**config.mk**
```make
export PLATFORM = sky130hd
export DESIGN_NAME = acc_alu8
export DESIGN_NICKNAME = d
export VERILOG_FILES = /design/src/rtl/acc_alu8.sv
export SDC_FILE = /design/constraint.sdc
export NUM_CORES = 1
export LEC_CHECK = 0
export BUFFER_PORTS_ARGS = -buffer_cell sky130_fd_sc_hd__buf_2
export CAP_MARGIN = 25
export CORE_MARGIN = 2
export CORE_UTILIZATION = 56
export DETAILED_ROUTE_END_ITERATION = 8
export GPL_ROUTABILITY_DRIVEN = 1
export MAX_ROUTING_LAYER = met4
export PLACE_DENSITY = 0.89
export REMOVE_ABC_BUFFERS = 1
export SLEW_MARGIN = 15
export SYNTH_ARGS = -nofsm -noshare
export SYNTH_HDL_FRONTEND = slang
export SYNTH_SLANG_ARGS = --single-unit
```
**constraint.sdc**
```tcl
create_clock -name clk -period 3.7 [get_ports clk]
set_clock_uncertainty 0.1 [all_clocks]
set_input_delay 0.37 -clock clk [delete_from_list [all_inputs] [get_ports clk]]
set_output_delay 0.37 -clock clk [all_outputs]
set_load 0.01 [all_outputs]
```
**src/rtl/acc_alu8.sv**
```systemverilog
module acc_alu8 #(
  parameter int W  = 8,
  parameter int CW = 4
) (
  input  logic          clk,
  input  logic          rst,
  input  logic          op_valid,
  input  logic [3:0]    op_sel,
  input  logic [W-1:0]  operand,
  input  logic          opnd_ext,
  output logic [W-1:0]  acc_q,
  output logic          cy_q,
  output logic [W-1:0]  acc_nxt,
  output logic          cy_nxt,
  output logic          acc_we,
  output logic          cy_we,
  output logic [CW-1:0] cost
);
  localparam logic [3:0] OP_ADD = 4'd0, OP_ADC = 4'd1, OP_SUB = 4'd2, OP_SBC = 4'd3;
  localparam logic [3:0] OP_AND = 4'd4, OP_XOR = 4'd5, OP_OR  = 4'd6, OP_CMP = 4'd7;
  localparam logic [3:0] OP_CPL = 4'd8, OP_CCF = 4'd9, OP_SCF = 4'd10;
  localparam logic [3:0] OP_INC = 4'd11, OP_DEC = 4'd12;
  localparam logic [CW-1:0] COST_SHORT = CW'(4);
  localparam logic [CW-1:0] COST_LONG  = CW'(8);

  logic [W-1:0] add_b;
  logic         add_ci;
  logic         sub_like;
  logic [W:0]   sum;

  always_comb begin
    add_b    = operand;
    add_ci   = 1'b0;
    sub_like = 1'b0;
    case (op_sel)
      OP_ADC: add_ci = cy_q;
      OP_SUB, OP_CMP: begin add_b = ~operand; add_ci = 1'b1; sub_like = 1'b1; end
      OP_SBC: begin add_b = ~operand; add_ci = ~cy_q; sub_like = 1'b1; end
      OP_INC: begin add_b = '0; add_ci = 1'b1; end
      OP_DEC: begin add_b = '1; add_ci = 1'b0; end
      default: ;
    endcase
  end

  assign sum = {1'b0, acc_q} + {1'b0, add_b} + {{W{1'b0}}, add_ci};

  always_comb begin
    acc_nxt = acc_q;
    cy_nxt  = cy_q;
    acc_we  = 1'b0;
    cy_we   = 1'b0;
    case (op_sel)
      OP_ADD, OP_ADC, OP_SUB, OP_SBC: begin
        acc_nxt = sum[W-1:0];
        cy_nxt  = sum[W] ^ sub_like;
        acc_we  = 1'b1;
        cy_we   = 1'b1;
      end
      OP_AND, OP_XOR, OP_OR: begin
        acc_nxt = (op_sel == OP_AND) ? (acc_q & operand) :
                  (op_sel == OP_XOR) ? (acc_q ^ operand) : (acc_q | operand);
        cy_nxt  = 1'b0;
        acc_we  = 1'b1;
        cy_we   = 1'b1;
      end
      OP_CMP: begin cy_nxt = ~sum[W]; cy_we = 1'b1; end
      OP_CPL: begin acc_nxt = ~acc_q; acc_we = 1'b1; end
      OP_CCF: begin cy_nxt = ~cy_q; cy_we = 1'b1; end
      OP_SCF: begin cy_nxt = 1'b1; cy_we = 1'b1; end
      OP_INC, OP_DEC: begin acc_nxt = sum[W-1:0]; acc_we = 1'b1; end
      default: ;
    endcase
  end

  assign cost = (opnd_ext && op_sel <= OP_CMP) ? COST_LONG : COST_SHORT;

  always_ff @(posedge clk) begin
    if (rst) begin
      acc_q <= '0;
      cy_q  <= 1'b0;
    end else if (op_valid) begin
      if (acc_we) acc_q <= acc_nxt;
      if (cy_we)  cy_q  <= cy_nxt;
    end
  end

  assert_reset_clears_R1: assert property (@(posedge clk)
    rst |=> (acc_q == '0 && !cy_q));

  assert_logic_clears_carry_R5: assert property (@(posedge clk) disable iff (rst)
    (op_valid && (op_sel == OP_AND || op_sel == OP_XOR || op_sel == OP_OR)) |=> !cy_q);

  assert_cmp_keeps_acc_R6: assert property (@(posedge clk) disable iff (rst)
    (op_valid && op_sel == OP_CMP) |=> $stable(acc_q));

  assert_cpl_keeps_carry_R7: assert property (@(posedge clk) disable iff (rst)
    (op_valid && op_sel == OP_CPL) |=> ($stable(cy_q) && acc_q == ~$past(acc_q)));

  assert_scf_sets_R8: assert property (@(posedge clk) disable iff (rst)
    (op_valid && op_sel == OP_SCF) |=> (cy_q && $stable(acc_q)));

  assert_incdec_keeps_carry_R9: assert property (@(posedge clk) disable iff (rst)
    (op_valid && (op_sel == OP_INC || op_sel == OP_DEC)) |=> $stable(cy_q));

  assert_idle_holds_R10: assert property (@(posedge clk) disable iff (rst)
    (!op_valid || op_sel > OP_DEC) |=> ($stable(acc_q) && $stable(cy_q)));

  assert_cost_range_R11: assert property (@(posedge clk) disable iff (rst)
    (cost == COST_SHORT || cost == COST_LONG));
endmodule

```
==> metrics.cfg, run 1 <==
[status]
status = completed

[floorplan]
die_h_um = 62.2
core_region_area_um2 = 3280
io-pin-count = 40
rows = 21
start_util = 0.578
die_area_um2 = 3870
die_x_um = 62.2

[global_route]
grt_usage = 0.284
grt_pass1_vias = 1929
grt_max_degree = 23
grt.overflow.total = 0
grt_pass1_wl_um = 8870
grt_antenna_before_repair = 0

[worst_hold_path]
min_path_type = in -> reg

[cells_and_area]
fin_area_um2 = 2150
area_growth_pct = 13.0
layout_common_cells = 55 x nor2_1, 35 x buf_2, 23 x ha_1, 20 x inv_1, 18 x nand2_1
final_core_utilization = 0.653
final_common_cell = nor2_1
antenna_cells = 0
drive_above_1_share = 0.220
final_nets = 342

[synth]
yosys_warnings = 0
ys_types = 55
ys_seq_elements = 9
synthFlopType = dfxtp_1
synth-edff-count = 0
syn_area_um2 = 1900
syn_area_per_cell_um2 = 7.14
synth-seq-area-share = 0.0949
synthArstFlopShare = 0
syn_inst = 266

[route]
drtIter0Drc = 231
drt-total-wl_um = 5310
vias = 2173
drc_errors = 0
routed_via_density = 6.28
route.detailed.wl_per_inst_um = 15.3
dr.pass1.iters = 5
antenna_left = 0

[clocking]
cts_buffers = 3
cts_setup_buffers = 0
cts_root_buf = clkbuf_4
cts_max_level = 1
cts_max_path_buffers = 2
cts_sinks = 9
insertion_delay_ns = 0.28
path_clk_slew_ns = 0.08
cts_tree = built

[setup_path]
r2r_slack_ns = 0.75
crit_cells = 13
crit_path_max_incr_delay_ns = 0.37
path_cells = clkbuf_4 > nand2b_1 > nand3_1 > o221ai_1 > fa_2 > inv_1 > fa_1 > nand2b_1 > a21oi_1 > xnor2_1 > o2111a_1 > nor2_1 > buf_2
reg2reg_to = cy_q
critPathLaunchType = primary input
crit_path_end = acc_nxt[4]
crit_required_ns = 3.23
critPathMaxFanout = 22
crit_start = op_sel[0]
timing.rr.start = cy_q
worst_path_most_repeated_cell = nand2b_1
cp-end-kind = primary output
crit_buf_inv = 3
crit_family = compound AO/OA/AOI/OAI gates
cp.arrival_ns = 2.97
rr_worst_depth = 11
slowest_stage = fa_1
crit_type = in -> out

[sta]
slew_violations = 0
setup_tns_ns = 0
fin_crit_sh = 0.929
setup_viol = 0
worst_pin_slew_ns = 0.633
hold_violations = 0
rsz0062_at_grt = yes
clock.fmax_mhz = 291
slew_headroom = 0.577
min_period_ns = 3.44

[power]
p_per_area_nw_per_um2 = 259
total_power_uw = 556
cellLeakagePower_nw = 1.01
ir_drop_mv = 0.135

[place]
gp_congestion = 0.938
postPlaceCellArea_um2 = 2110
port_buffers = 37
dp.final_hpwl_um = 3980

[flow_run]
maxCapViolations = 0

-- cell type report --
type,instances,area (µm²)
fill,281,1140
timing repair buffer,48,273
multi-input combinational,219,1530
clock buffer,4,26.3
inverter,20,75.1
sequential,9,180
tap,46,57.6
-- where the power goes --
part	internal, mW	switching [mW]	leakage [nW]
logic	0.148	0.198	0.923
registers	0.106	0.0180	0.0744
clock network	0.0419	0.0441	0.0150
-- sequential cells by signal, summed over array words and instances (netlist names) --
name,cells
acc_q,8
cy_q,1
-- what timing repair did --
action                                  in CTS  in global routing
hold buffers                                 0                  0
endpoints found under the hold margin        0                  0
endpoints found under the setup margin       0                  5
gates resized for setup                      0                  4
-- stage by stage --
step | setup slack (ns) | hold WS, ns | instances
finish | 0.261 | 0.346 | 346
floorplan | 0.623 | 0.335 | 248
detailed placement | 0.226 | 0.484 | 342
CTS | 0.212 | 0.319 | 346
global placement | 0.297 | 0.448 | 342
global route | -0.0247 | 0.355 | 346
-- per-layer routing --
layer	vias to the layer above	part of all wire	track usage
li1	1033	-	-
met1	968	0.42	0.371
met2	150	0.46	0.446
met3	22	0.088	0.0199
met4	0	0.038	0.142
met5	-	0	-
-- Yosys cell counts (all sizes together), types with 2 or more instances --
cell type,count,area share
o211ai,3,0.012
dfxtp,9,0.095
o22a,4,0.018
o21ai,15,0.040
mux2,5,0.032
buf,14,0.054
a21o,4,0.016
a211oi,10,0.047
inv,20,0.040
fa,2,0.021
nor2,56,0.11
nand3,5,0.013
o221ai,10,0.046
a21oi,9,0.024
mux2i,2,0.011
o2111ai,3,0.014
clkbuf,5,0.0099
o22ai,4,0.013
ha,23,0.15
nand3b,3,0.012
a311oi,2,0.013
nor2b,5,0.016
o311ai,3,0.014
nand2b,5,0.016
a31oi,3,0.0099
or3,2,0.0066
a211o,2,0.0092
nand2,18,0.036
nor3b,2,0.014
xnor2,2,0.0092
-- logic make-up (layout without fill, tap and decap cells) --
family / count (synthesis) / in the layout / synth area share
buf+inv: 39 / 72 / 0.103
fa+ha+maj: 25 / 25 / 0.173
other cells: 1 / 2 / 0.00197
flops: 9 / 9 / 0.0949
mux: 7 / 7 / 0.0422
xor+xnor: 3 / 3 / 0.0138
simple gates: 102 / 102 / 0.248
compound gates: 80 / 80 / 0.323
-- worst min path at each step --
| stage | slack, ns | cells past startpoint | startpoint | endpoint |
|---|---|---|---|---|
| after floorplan | 0.33 | 1 | rst | acc_q[0] |
| after global placement | 0.45 | 2 | cy_q | cy_q |
| after detailed placement | 0.48 | 2 | acc_q[6] | acc_q[6] |
| after CTS | 0.32 | 2 | rst | acc_q[0] |
| after global routing | 0.36 | 2 | rst | acc_q[1] |
| final | 0.35 | 2 | rst | acc_q[0] |
No activity file was read; power rests on OpenSTA's default activity.
==> inputs of run 2 (changes only) <==
Settings changed: CORE_UTILIZATION 56 to 60, PLACE_DENSITY 0.89 to 0.94, SLEW_MARGIN 15 to 20.
Clock period 3.7 ns to 4.3 ns, I/O delays scaled along.
==> metrics.cfg, run 2 (same netlist as run 1, synthesis figures left out) <==
[setup_path]
timing.rr.start = cy_q
critPathLaunchType = primary input
cp.arrival_ns = 3.35
rr_worst_depth = 11
path_cells = buf_2 > nor2_1 > o21ai_1 > nand2_1 > o221ai_1 > fa_1 > inv_1 > fa_1 > nand2b_1 > a21oi_1 > a221oi_2 > o2111ai_1 > nand3_1 > buf_2
r2r_slack_ns = 1.14
critPathMaxFanout = 28
reg2reg_to = cy_q
crit_path_max_incr_delay_ns = 0.47
crit_type = in -> out
crit_required_ns = 3.77
cp-end-kind = primary output
slowest_stage = o21ai_1

[route]
route.detailed.wl_per_inst_um = 14.8
drtIter0Drc = 203
vias = 2100
wl_met3_um = 416
dr.pass1.iters = 5
antenna_left = 0
drc_errors = 0
top_layer_used = met4
drt-total-wl_um = 4980
routed_via_density = 6.23
route.met2.wl_um = 2360
wl_met1_um = 2160

[floorplan]
core_region_area_um2 = 3030
rows = 20
start_util = 0.627
die_x_um = 60.3
die_h_um = 60.3
io-pin-count = 40
die_area_um2 = 3630

[sta]
min_period_ns = 3.88
slew_violations = 0
hold_violations = 0
slew_headroom = 0.617
worst_pin_slew_ns = 0.570
rsz0062_at_grt = no
fin_ws_ns = 0.421
fin_crit_sh = 0.902
setup_viol = 0
setup_tns_ns = 0
clock.fmax_mhz = 258

[cells_and_area]
layout.cells.non_filler = 337
largest_reg_flops = 8
multi_input_area_um2 = 1530
final_common_cell = nor2_1
layout_common_cells = 55 x nor2_1, 37 x buf_2, 23 x ha_1, 20 x inv_1, 18 x nand2_1
drive_above_1_share = 0.195
largestRegisters = acc_q x8, cy_q x1
antenna_cells = 0
final_nets = 335
area_growth_pct = 9.42
ff_latch_area_um2 = 180
fillers = 244
fin_area_um2 = 2080
largest_register = acc_q

[power]
power.share.combinational = 0.612
total_power_uw = 464
power_switching_uw = 218
ir_drop_mv = 0.152
power.share.sequential = 0.230
cell_internal_pwr_uw = 246
clock_power_share = 0.158
p_per_area_nw_per_um2 = 223
cellLeakagePower_nw = 0.977
p_sw_frac = 0.470

[place]
postPlaceCellArea_um2 = 2050
port_buffers = 37
gp_congestion = 0.913
dp.final_hpwl_um = 3750
dpl.cell_count = 333
pre_cts_ws_ns = 0.457

[clocking]
holdBufCountCts = 0
cts_sinks = 9
insertion_delay_ns = 0.27
cts_tree = built
cts_setup_buffers = 0
cts_max_level = 1
cts_max_path_buffers = 2
cts_buffers = 3
cts_root_buf = clkbuf_4
path_clk_slew_ns = 0.08
cts_resized = 0

[global_route]
grt_antenna_before_repair = 0
grt_usage = 0.306
grt_max_degree = 29
grt_pass1_wl_um = 8270
grt.overflow.total = 0
grt_pass1_vias = 1761

[worst_hold_path]
whs_path_depth = 2
hold_end = acc_q[4]
min_path_type = in -> reg
hp-start = rst

[status]
status = completed

[flow_run]
maxCapViolations = 0

[run 2: power by group through the flow]
stage	clock network [mW]	registers (mW)	logic [mW]
final	0.0734	0.107	0.284
after global routing	0.0796	0.108	0.319
after CTS	0.0726	0.106	0.281
after detailed placement	0	0.108	0.279
after global placement	0	0.108	0.270
after floorplan	0	0.108	0.184
[run 2: worst max-delay path by stage]
| stage | from | slack, ns | depth (start not counted) | end |
|---|---|---|---|---|
| 3_5_place_dp | op_sel[2] | 0.46 | 14 | acc_nxt[4] |
| 5_1_grt | op_sel[2] | 0.13 | 14 | acc_nxt[4] |
| 2_1_floorplan | op_sel[2] | 1.10 | 12 | acc_nxt[4] |
| 4_1_cts | op_sel[2] | 0.45 | 14 | acc_nxt[4] |
| 6_report | op_sel[2] | 0.42 | 14 | cy_nxt |
| 3_3_place_gp | op_sel[2] | 0.52 | 14 | acc_nxt[4] |
[run 2: critical path, delay by kind of cell]
family	cells	cell delay, ns
compound gates	5	1.24
buf+inv	3	0.58
simple gates	4	0.44
fa+ha+maj	2	0.63
[run 2: final cells by class]
type                    instances  share of cell area
inverters                      20              0.0361
multi-input cells             219               0.734
well taps                      44              0.0265
repair buffers                 41               0.104
clock buffers                   4              0.0126
flip-flops and latches          9              0.0867
[run 2: stage by stage]
stage / util / hold WS [ns]
after floorplan: - / 0.395
after global placement: 0.678 / 0.450
after detailed placement: 0.678 / 0.484
after CTS: 0.686 / 0.394
after global routing: 0.686 / 0.391
final: 0.686 / 0.401
[run 2: per-layer routing]
layer  GRT usage  vias to the layer above
met2       0.481                      108
met3      0.0216                        5
li1            -                     1016
met1       0.420                      971
met5           -                        -
met4      0.0825                        0
==> inputs of run 3 (changes only) <==
Settings changed: CORE_MARGIN 2 to unset.
==> metrics.cfg, run 3 (same netlist as run 1, synthesis figures left out) <==
[cells_and_area]
final_common_cell = nor2_1
largest_register = acc_q
drive_above_1_share = 0.197
fillers = 258
ff_latch_area_um2 = 180
antenna_cells = 0
final_core_utilization = 0.689
multi_input_area_um2 = 1530
final_nets = 336
largest_reg_flops = 8
layout_common_cells = 55 x nor2_1, 37 x buf_2, 23 x ha_1, 20 x inv_1, 18 x nand2_1
area_growth_pct = 9.82
largestRegisters = acc_q x8, cy_q x1

[sta]
fin_ws_ns = 0.436
worst_pin_slew_ns = 0.543
slew_headroom = 0.637
whs_ns = 0.390
min_period_ns = 3.86
hold_violations = 0
setup_tns_ns = 0
fin_crit_sh = 0.899
clock.fmax_mhz = 259
slew_violations = 0
setup_viol = 0
rsz0062_at_grt = no

[clocking]
cts_sinks = 9
holdBufCountCts = 0
cts_max_level = 1
cts_root_buf = clkbuf_4
cts_tree = built
cts_max_path_buffers = 2
cts_buffers = 3
insertion_delay_ns = 0.28
path_clk_slew_ns = 0.07
cts_resized = 0
cts_setup_buffers = 0

[setup_path]
rr_worst_depth = 11
timing.rr.start = cy_q
cp-end-kind = primary output
crit_buf_inv = 4
crit_family = compound AO/OA/AOI/OAI gates
slowest_stage = fa_1
crit_type = in -> out
critPathLaunchType = primary input
crit_path_max_incr_delay_ns = 0.38
reg2reg_to = cy_q
cp.arrival_ns = 3.33
r2r_slack_ns = 1.12
critPathMaxFanout = 28
path_cells = buf_2 > nand2_1 > o21ai_1 > buf_4 > nand2_1 > o221ai_1 > fa_1 > inv_1 > fa_1 > nand2b_1 > a21oi_1 > a221oi_2 > o2111ai_1 > nand3_1 > buf_2
crit_required_ns = 3.77

[route]
drtIter0Drc = 186
drc_errors = 0
vias = 2055
route.detailed.wl_per_inst_um = 14.7
routed_via_density = 6.08
antenna_left = 0
dr.pass1.iters = 5
drt-total-wl_um = 4980

[power]
p_per_area_nw_per_um2 = 223
ir_drop_mv = 0.171
cellLeakagePower_nw = 0.982
total_power_uw = 464

[global_route]
grt_pass1_wl_um = 8040
grt_pass1_vias = 1707
grt_antenna_before_repair = 0
grt_usage = 0.316
grt.overflow.total = 0
grt_max_degree = 29

[floorplan]
io-pin-count = 40
die_h_um = 58.3
rows = 20
die_area_um2 = 3390
start_util = 0.627
die_x_um = 58.3
core_region_area_um2 = 3030

[flow_run]
maxCapViolations = 0

[place]
gp_congestion = 0.945
dp.final_hpwl_um = 3730
pre_cts_ws_ns = 0.536
port_buffers = 37

[worst_hold_path]
whs_path_depth = 2
min_path_type = in -> reg
hp-start = rst
hold_end = acc_q[1]

[status]
status = completed

run 3: changes by cell type in the layout (fill, tap and decap cells not counted), sizes merged:
cell / change
buf: +1
run 3: how the worst max path moves through the flow:
stage,start,endpoint,depth (start not counted)
floorplan,op_sel[2],acc_nxt[4],12
global placement,op_sel[3],cy_nxt,14
detailed placement,op_sel[2],cy_nxt,15
CTS,op_sel[2],cy_nxt,15
global route,op_sel[2],cy_nxt,14
finish,op_sel[2],cy_nxt,15
run 3: metrics by stage:
stage          area, µm²  cells
2_1_floorplan       1780    248
3_3_place_gp        2060    334
3_5_place_dp        2060    334
4_1_cts             2090    338
5_1_grt             2090    338
6_report            2090    338
run 3: metal layers:
metal | share of wire | vias to the layer above | wire length (µm) | global-route usage
li1 | - | 1016 | - | -
met1 | 0.44 | 943 | 2190 | 0.441
met2 | 0.47 | 87 | 2350 | 0.479
met3 | 0.071 | 9 | 351 | 0.0246
met4 | 0.017 | 0 | 87 | 0.109
met5 | 0 | - | 0 | -
run 3: power breakdown:
group | total, mW | switching [mW] | internal, mW
logic | 0.285 | 0.165 | 0.120
registers | 0.107 | 0.0160 | 0.0914
clock network | 0.0720 | 0.0359 | 0.0360
run 3: final cells by class:
type                            count  area share
Sequential cell                     9      0.0864
Timing Repair Buffer               42       0.107
Tap cell                           44      0.0264
Clock buffer                        4      0.0126
Inverter                           20      0.0360
Multi-Input combinational cell    219       0.732
